`config.mk`:
```
export PLATFORM = sky130hd
export DESIGN_NAME = cfg_preload_ctrl
export DESIGN_NICKNAME = d
export VERILOG_FILES = /design/src/rtl/preload_pkg.sv /design/src/rtl/preload_trigger.sv /design/src/rtl/preload_sclk.sv /design/src/rtl/preload_seq.sv /design/src/rtl/cfg_preload_ctrl.sv
export SDC_FILE = /design/constraint.sdc
export NUM_CORES = 1
export LEC_CHECK = 0
export BUFFER_PORTS_ARGS = -buffer_cell sky130_fd_sc_hd__buf_2
export CORE_AREA = 2 2 59 102
export DETAILED_ROUTE_END_ITERATION = 8
export DIE_AREA = 0 0 61 104
export GPL_TIMING_DRIVEN = 0
export PLACE_DENSITY = 0.77
export SYNTH_ARGS = -nofsm -noshare
export SYNTH_HDL_FRONTEND = slang
export SYNTH_SLANG_ARGS = --single-unit
```
`constraint.sdc`:
```
create_clock -name clk -period 2.8 [get_ports clk]
set_input_delay 0.14 -clock clk [delete_from_list [all_inputs] [get_ports clk]]
set_output_delay 0.14 -clock clk [all_outputs]
set_load 0.01 [all_outputs]
```
`src/rtl/preload_pkg.sv`:
```
package preload_pkg;

   typedef enum logic [1:0] {
      PL_HOLD   = 2'd0,
      PL_GAP    = 2'd1,
      PL_ACTIVE = 2'd2,
      PL_IDLE   = 2'd3
   } pl_state_t;

   // start bit and sequential-read opcode, sent before the address
   localparam logic [2:0] START_OP = 3'b110;
   // first two data bits that permit loading
   localparam logic [1:0] SIG_OK   = 2'b10;
   // clock edges between the last address bit and the first data bit
   localparam int         DUMMY_EDGES = 1;

endpackage

```
`src/rtl/preload_trigger.sv`:
```
module preload_trigger #(
   parameter int SYNC_STAGES = 2
) (
   input  logic clk,
   input  logic rst_n,
   input  logic sec_rst_n,
   input  logic chip_rst_bit,
   input  logic pm_d0_exit,
   output logic trig
);

   logic hold;

   generate
      if (SYNC_STAGES == 0) begin : g_direct
         assign hold = ~sec_rst_n | chip_rst_bit;
      end else begin : g_sync
         logic [SYNC_STAGES-1:0] sec_q;
         logic [SYNC_STAGES-1:0] chip_q;
         for (genvar i = 0; i < SYNC_STAGES; i++) begin : g_stage
            if (i == 0) begin : g_first
               always_ff @(posedge clk or negedge rst_n) begin
                  if (!rst_n) begin
                     sec_q[i]  <= 1'b0;
                     chip_q[i] <= 1'b1;
                  end else begin
                     sec_q[i]  <= sec_rst_n;
                     chip_q[i] <= chip_rst_bit;
                  end
               end
            end else begin : g_next
               always_ff @(posedge clk or negedge rst_n) begin
                  if (!rst_n) begin
                     sec_q[i]  <= 1'b0;
                     chip_q[i] <= 1'b1;
                  end else begin
                     sec_q[i]  <= sec_q[i-1];
                     chip_q[i] <= chip_q[i-1];
                  end
               end
            end
         end
         assign hold = ~sec_q[SYNC_STAGES-1] | chip_q[SYNC_STAGES-1];
      end
   endgenerate

   assign trig = hold | pm_d0_exit;

endmodule

```
`src/rtl/preload_sclk.sv`:
```
module preload_sclk #(
   parameter int DIV_NORM = 34,
   parameter int DIV_FAST = 68,
   parameter bit FAST_EN  = 1'b1
) (
   input  logic clk,
   input  logic rst_n,
   input  logic en,
   input  logic fast,
   output logic sck,
   output logic rise_stb,
   output logic fall_stb
);

   localparam int CNT_W = $clog2(DIV_FAST + 1);

   logic [CNT_W-1:0] div;
   logic [CNT_W-1:0] half;
   logic [CNT_W-1:0] cnt;

   generate
      if (FAST_EN) begin : g_two_rates
         assign div = fast ? CNT_W'(DIV_FAST) : CNT_W'(DIV_NORM);
      end else begin : g_one_rate
         logic unused_fast;
         assign unused_fast = fast;
         assign div = CNT_W'(DIV_NORM);
      end
   endgenerate

   assign half     = div >> 1;
   assign rise_stb = en && (cnt == half - 1'b1);
   assign fall_stb = en && (cnt >= div - 1'b1);

   always_ff @(posedge clk or negedge rst_n) begin
      if (!rst_n) begin
         cnt <= '0;
         sck <= 1'b0;
      end else if (!en) begin
         cnt <= '0;
         sck <= 1'b0;
      end else if (fall_stb) begin
         cnt <= '0;
         sck <= 1'b0;
      end else begin
         cnt <= cnt + 1'b1;
         if (rise_stb) sck <= 1'b1;
      end
   end

endmodule

```
`src/rtl/preload_seq.sv`:
```
module preload_seq
   import preload_pkg::*;
#(
   parameter int ADDR_W     = 9,
   parameter int LOAD_BYTES = 64
) (
   input  logic              clk,
   input  logic              rst_n,
   input  logic              trig,
   input  logic              rise_stb,
   input  logic              fall_stb,
   input  logic              miso,
   output pl_state_t         state,
   output logic              sel,
   output logic              mosi,
   output logic              wr_en,
   output logic [ADDR_W-1:0] wr_idx,
   output logic [7:0]        wr_data,
   output logic              done
);

   localparam int CMD_LEN    = 3 + ADDR_W;
   localparam int DATA_START = CMD_LEN + DUMMY_EDGES;
   localparam int PH_W       = $clog2(DATA_START + 1);
   localparam logic [CMD_LEN-1:0] READ_CMD = {START_OP, {ADDR_W{1'b0}}};
   localparam logic [ADDR_W-1:0]  LAST_IDX = ADDR_W'(LOAD_BYTES - 1);

   logic [CMD_LEN-1:0] cmd_sr;
   logic [PH_W-1:0]    ph_cnt;
   logic [2:0]         bit_cnt;
   logic [6:0]         shreg;
   logic [ADDR_W-1:0]  byte_idx;
   logic               last_flag;
   logic               gap_seen;

   assign mosi = sel & cmd_sr[CMD_LEN-1];

   always_ff @(posedge clk or negedge rst_n) begin
      if (!rst_n) begin
         state     <= PL_HOLD;
         sel       <= 1'b0;
         wr_en     <= 1'b0;
         wr_idx    <= '0;
         wr_data   <= '0;
         done      <= 1'b0;
         cmd_sr    <= '0;
         ph_cnt    <= '0;
         bit_cnt   <= '0;
         shreg     <= '0;
         byte_idx  <= '0;
         last_flag <= 1'b0;
         gap_seen  <= 1'b0;
      end else begin
         wr_en <= 1'b0;
         done  <= 1'b0;
         if (trig) begin
            state <= PL_HOLD;
            sel   <= 1'b0;
         end else begin
            case (state)
               PL_HOLD: begin
                  state    <= PL_GAP;
                  gap_seen <= 1'b0;
               end
               PL_GAP: begin
                  if (fall_stb) begin
                     if (gap_seen) begin
                        state     <= PL_ACTIVE;
                        sel       <= 1'b1;
                        cmd_sr    <= READ_CMD;
                        ph_cnt    <= '0;
                        bit_cnt   <= '0;
                        byte_idx  <= '0;
                        last_flag <= 1'b0;
                     end else begin
                        gap_seen <= 1'b1;
                     end
                  end
               end
               PL_ACTIVE: begin
                  if (fall_stb) begin
                     cmd_sr <= {cmd_sr[CMD_LEN-2:0], 1'b0};
                     if (last_flag) begin
                        state <= PL_IDLE;
                        sel   <= 1'b0;
                        done  <= 1'b1;
                     end
                  end
                  if (rise_stb && !last_flag) begin
                     if (ph_cnt != PH_W'(DATA_START)) begin
                        ph_cnt <= ph_cnt + 1'b1;
                     end else begin
                        shreg   <= {shreg[5:0], miso};
                        bit_cnt <= bit_cnt + 1'b1;
                        if (byte_idx == '0 && bit_cnt == 3'd1 &&
                            {shreg[0], miso} != SIG_OK) begin
                           state <= PL_IDLE;
                           sel   <= 1'b0;
                        end
                        if (bit_cnt == 3'd7) begin
                           wr_en    <= 1'b1;
                           wr_idx   <= byte_idx;
                           wr_data  <= {shreg, miso};
                           byte_idx <= byte_idx + 1'b1;
                           if (byte_idx == LAST_IDX) last_flag <= 1'b1;
                        end
                     end
                  end
               end
               default: ;
            endcase
         end
      end
   end

endmodule

```
`src/rtl/cfg_preload_ctrl.sv`:
```
module cfg_preload_ctrl
   import preload_pkg::*;
#(
   parameter int DIV_NORM    = 34,
   parameter int DIV_FAST    = 68,
   parameter bit FAST_EN     = 1'b1,
   parameter int ADDR_W      = 9,
   parameter int LOAD_BYTES  = 64,
   parameter int SYNC_STAGES = 2
) (
   input  logic              clk,
   input  logic              prim_rst_n,
   input  logic              sec_rst_n,
   input  logic              chip_rst_bit,
   input  logic              pm_d0_exit,
   input  logic              fast_clk_sel,
   output logic              sr_sel,
   output logic              sr_clk,
   output logic              sr_mosi,
   input  logic              sr_miso,
   output logic              cfg_retry,
   output logic              wr_en,
   output logic [ADDR_W-1:0] wr_idx,
   output logic [7:0]        wr_data,
   output logic              load_done
);

   if (DIV_NORM < 4 || (DIV_NORM % 2) != 0) begin : g_bad_norm
      $error("DIV_NORM must be even and at least 4");
   end
   if (DIV_FAST < DIV_NORM || (DIV_FAST % 2) != 0) begin : g_bad_fast
      $error("DIV_FAST must be even and not below DIV_NORM");
   end
   if (LOAD_BYTES < 1 || LOAD_BYTES > (1 << ADDR_W)) begin : g_bad_len
      $error("LOAD_BYTES must lie within the EEPROM address space");
   end
   if (SYNC_STAGES < 0) begin : g_bad_sync
      $error("SYNC_STAGES must not be negative");
   end

   pl_state_t state;
   logic      trig_any;
   logic      sck;
   logic      rise_stb;
   logic      fall_stb;
   logic      div_en;

   assign div_en    = (state == PL_GAP) || (state == PL_ACTIVE);
   assign cfg_retry = (state != PL_IDLE);
   assign sr_clk    = sck & sr_sel;

   preload_trigger #(
      .SYNC_STAGES (SYNC_STAGES)
   ) u_trig (
      .clk          (clk),
      .rst_n        (prim_rst_n),
      .sec_rst_n    (sec_rst_n),
      .chip_rst_bit (chip_rst_bit),
      .pm_d0_exit   (pm_d0_exit),
      .trig         (trig_any)
   );

   preload_sclk #(
      .DIV_NORM (DIV_NORM),
      .DIV_FAST (DIV_FAST),
      .FAST_EN  (FAST_EN)
   ) u_sclk (
      .clk      (clk),
      .rst_n    (prim_rst_n),
      .en       (div_en),
      .fast     (fast_clk_sel),
      .sck      (sck),
      .rise_stb (rise_stb),
      .fall_stb (fall_stb)
   );

   preload_seq #(
      .ADDR_W     (ADDR_W),
      .LOAD_BYTES (LOAD_BYTES)
   ) u_seq (
      .clk      (clk),
      .rst_n    (prim_rst_n),
      .trig     (trig_any),
      .rise_stb (rise_stb),
      .fall_stb (fall_stb),
      .miso     (sr_miso),
      .state    (state),
      .sel      (sr_sel),
      .mosi     (sr_mosi),
      .wr_en    (wr_en),
      .wr_idx   (wr_idx),
      .wr_data  (wr_data),
      .done     (load_done)
   );

endmodule

```
==> flow_summary.json <==
{
  "cts_root_buffer": "clkbuf_8",
  "ys_types": 58,
  "worstHoldStart": "sr_miso",
  "syn-instance-count": 285,
  "hold_viol": 0,
  "clk_path_buf_depth": 2,
  "ios": 30,
  "layout-drive-gt1-share_pct": 27.30,
  "numPortBuffers": 29,
  "yosys.area_share.adder_pct": 5.983,
  "tightest_slew_ns": 0.7498,
  "p_leak_nw": 1.760,
  "rr_startpoint": "u_seq.state[0]",
  "status": "finished clean",
  "rr_endpoint": "u_seq.shreg[3]",
  "maxCapViolations": 0,
  "grt_pass1_wl_mm": 11.35,
  "cts.sinks": 61,
  "synth_nets": 307,
  "diodes": 0,
  "synth_compound_area_share_pct": 15.52,
  "synth-seq-area-share_pct": 48.74,
  "cts_inserted_buffers": 9,
  "fin_area_um2": 3649,
  "setup_ws_ns": 0.1621,
  "die_area_um2": 6344,
  "synth_top_family_by_area": "compound AO/OA/AOI/OAI gates",
  "cp.arrival_ns": 2.88,
  "via_count": 2381,
  "drcViolationCount": 0,
  "wl_per_cell_um": 16.55,
  "p_total_w": 0.001829,
  "rsz0062_at_grt": "false",
  "slew_headroom_pct": 50.01,
  "whs_endpoint": "u_seq.shreg[0]",
  "crit_family": "buffers and inverters",
  "min_period_over_period_pct": 94.21,
  "grt_pass1_vias": 2329,
  "worstHoldPathCells": 3,
  "cp.required_ns": 3.04,
  "synthSimpleGateAreaFrac_pct": 15.24,
  "grt_overflow": 0,
  "grt_usage_pct": 24.24,
  "htree_levels": 3,
  "cpPeakStageDelay_ns": 0.42,
  "wirelength_mm": 6.837,
  "critPathKind": "reg2reg",
  "dp_worst_setup_slack_ns": -0.06475,
  "fillers": 429,
  "grt_antenna_before_repair": 0,
  "setup_viol": 0,
  "via_per_inst": 5.765,
  "async_flop_share_pct": 100.0,
  "die_width_um": 61,
  "synth_area_per_cell_um2": 11.01,
  "globalplace.congestion": 0.8681,
  "nNetsFinal": 354,
  "timing.fmax_ghz": 0.3791,
  "area_growth_pct": 16.31,
  "synth_xor_area_share_pct": 1.396,
  "ant_nets": 0,
  "clk_latency_ns": 0.36,
  "final_max_slew_viol_count": 0,
  "synthMuxAreaShare_pct": 9.533,
  "cp_max_fo": 10,
  "pwr_density_cell_nw_per_um2": 501.3,
  "skew_ns": 0.01089,
  "ys.flop_type": "dfrtp_1",
  "cts_tree": "built",
  "ys.warnings.count": 0,
  "ff2ff_path_depth": 8,
  "endpoint_kind": "register",
  "grt_max_degree": 62,
  "place_area_um2": 3377,
  "initial_core_util_pct": 56.62,
  "slowest_stage": "ha_1",
  "synth-edff-count": 0,
  "die_y_um": 104,
  "timing.reg2reg.setup_slack_ns": 0.16,
  "hold_class": "in2reg",
  "dp_cells": 390,
  "startpoint_type": "register",
  "worst-path-buf-inv": 3,
  "rows": 36,
  "drt_pre_antenna_iters": 6,
  "cp_cell_sequence": "inv_1, ha_1, nor4b_4, buf_4, o2111ai_1, nor3_1, buf_2, mux2_2",
  "clk_pin_slew_ns": 0.06,
  "synth-seq-cells": 61,
  "dpl.hpwl_mm": 4.903,
  "peakVddDrop_uv": 398.0,
  "stdcell_count": 413,
  "timing.critical_path.from": "u_seq.state[0]",
  "fin_crit_ns": 2.638,
  "drtIter0Drc": 99,
  "netlist_area_um2": 3137,
  "core_area_um2": 5540
}
==> what timing repair did <==
action	in CTS	in global routing
hold buffers	2	1
resized for setup	1	0
endpoints found under the setup margin	9	15
pin swaps	0	1
buffers inserted	0	4
hold endpoints to repair	2	59
gates cloned	0	0
==> power by group <==
| part | internal, W | total [W] | switching (W) |
|---|---|---|---|
| combinational | 0.0000358 | 0.0000932 | 0.0000574 |
| clock | 0.000456 | 0.000798 | 0.000342 |
| sequential | 0.000909 | 0.000938 | 0.0000283 |
==> layout by cell type, fill, tap and decap left out, drive strengths merged, types with 2 or more instances in the layout <==
master and count:
a31oi 3, mux2i 4, nand2 20, o21a 2, o21ai 16, and2 4, o211ai 5, xnor2 3
buf 37, clkbuf 17, o221a 2, nand3 7, clkinv 2, or4 3, inv 18, nor3 9
o22ai 3, nor3b 3, a21oi 15, a211o 3, dfstp 2, o2111ai 5, o221ai 2, a2111oi 3
dfrtp 59, nor4 3, and3 6, nor2 13, a21o 2, ha 15, mux2 23, xor2 2
nor4bb 2, or2 2, dlygate4sd3 3, nand4 2
==> cells in the mapped netlist, drive strengths merged, types with 6 or more instances <==
library cell,number,area [um^2]
nand3,7,35.03
inv,18,67.56
ha,15,187.7
and3,6,38.79
o21ai,16,83.83
nor3,9,55.05
nand2,20,75.07
mux2,23,259.0
a21oi,15,75.07
nor2,13,48.80
dfrtp,59,1476
==> worst max path at each step <==
stage | endpoint | slack, ns | cells after the start
6_report | u_seq.shreg[3] | 0.16 | 8
5_1_grt | u_seq.shreg[3] | 0.07 | 8
4_1_cts | u_seq.shreg[3] | 0.07 | 7
3_5_place_dp | u_seq.wr_data[5] | -0.06 | 7
3_3_place_gp | u_seq.wr_data[2] | -0.07 | 7
2_1_floorplan | u_seq.wr_data[0] | 0.36 | 7
==> metal layers <==
| layer | wire [um] | GRT usage (%) | share of wire, % | vias up |
|---|---|---|---|---|
| li1 | - | - | - | 1150 |
| met1 | 2713 | 29.26 | 40 | 1150 |
| met2 | 3639 | 38.56 | 53 | 60 |
| met3 | 239 | 5.597 | 3.5 | 21 |
| met4 | 244 | 13.20 | 3.6 | 0 |
| met5 | 0 | 0 | 0 | - |
==> through the flow <==
step,utilization [%],setup TNS [ns],hold slack (ns)
final,65.85,0,0.04572
after global routing,65.85,0,0.05982
after CTS,65.09,0,0.03067
after detailed placement,60.95,-0.5517,0.2526
after global placement,60.95,-0.5835,0.2451
after floorplan,-,0,-0.1556
==> sequential cells by signal, indices dropped and copies added (netlist names), 2 cells and up <==
name and flops:
u_seq.state 2, u_trig.g_sync.sec_q 2, u_seq.shreg 7, u_trig.g_sync.chip_q 2
u_seq.wr_data 8, u_seq.ph_cnt 4, u_seq.cmd_sr 2, u_sclk.cnt 7
u_seq.byte_idx 9, u_seq.bit_cnt 3, u_seq.wr_idx 9
==> layout make-up <==
| cell class | count | area, um^2 | share of cell area [%] |
|---|---|---|---|
| timing repair buffer | 36 | 207.7 | 5.693 |
| clock buffer | 12 | 155.1 | 4.252 |
| clock inverter | 4 | 47.55 | 1.303 |
| buffer | 9 | 45.04 | 1.235 |
| sequential | 61 | 1529 | 41.91 |
| inverter | 18 | 67.56 | 1.852 |
| multi-input combinational | 197 | 1501 | 41.15 |
| tap | 76 | 95.09 | 2.606 |
==> worst reg2reg max path: stages (launching register included) <==
cell and delay [ns]:
dfrtp_1 0.40, inv_1 0.10, ha_1 0.42, nor4b_4 0.24
buf_4 0.20, o2111ai_1 0.16, nor3_1 0.33, buf_2 0.32
mux2_2 0.37
==> cell families (layout without fill, tap and decap cells) <==
group | Yosys count | after routing
flops | 61 | 61
simple gates | 81 | 81
xor+xnor | 5 | 5
fa+ha+maj | 15 | 15
mux | 27 | 27
compound gates | 69 | 69
buf+inv | 27 | 79
Note: power is estimated with default switching activity, not from simulation.
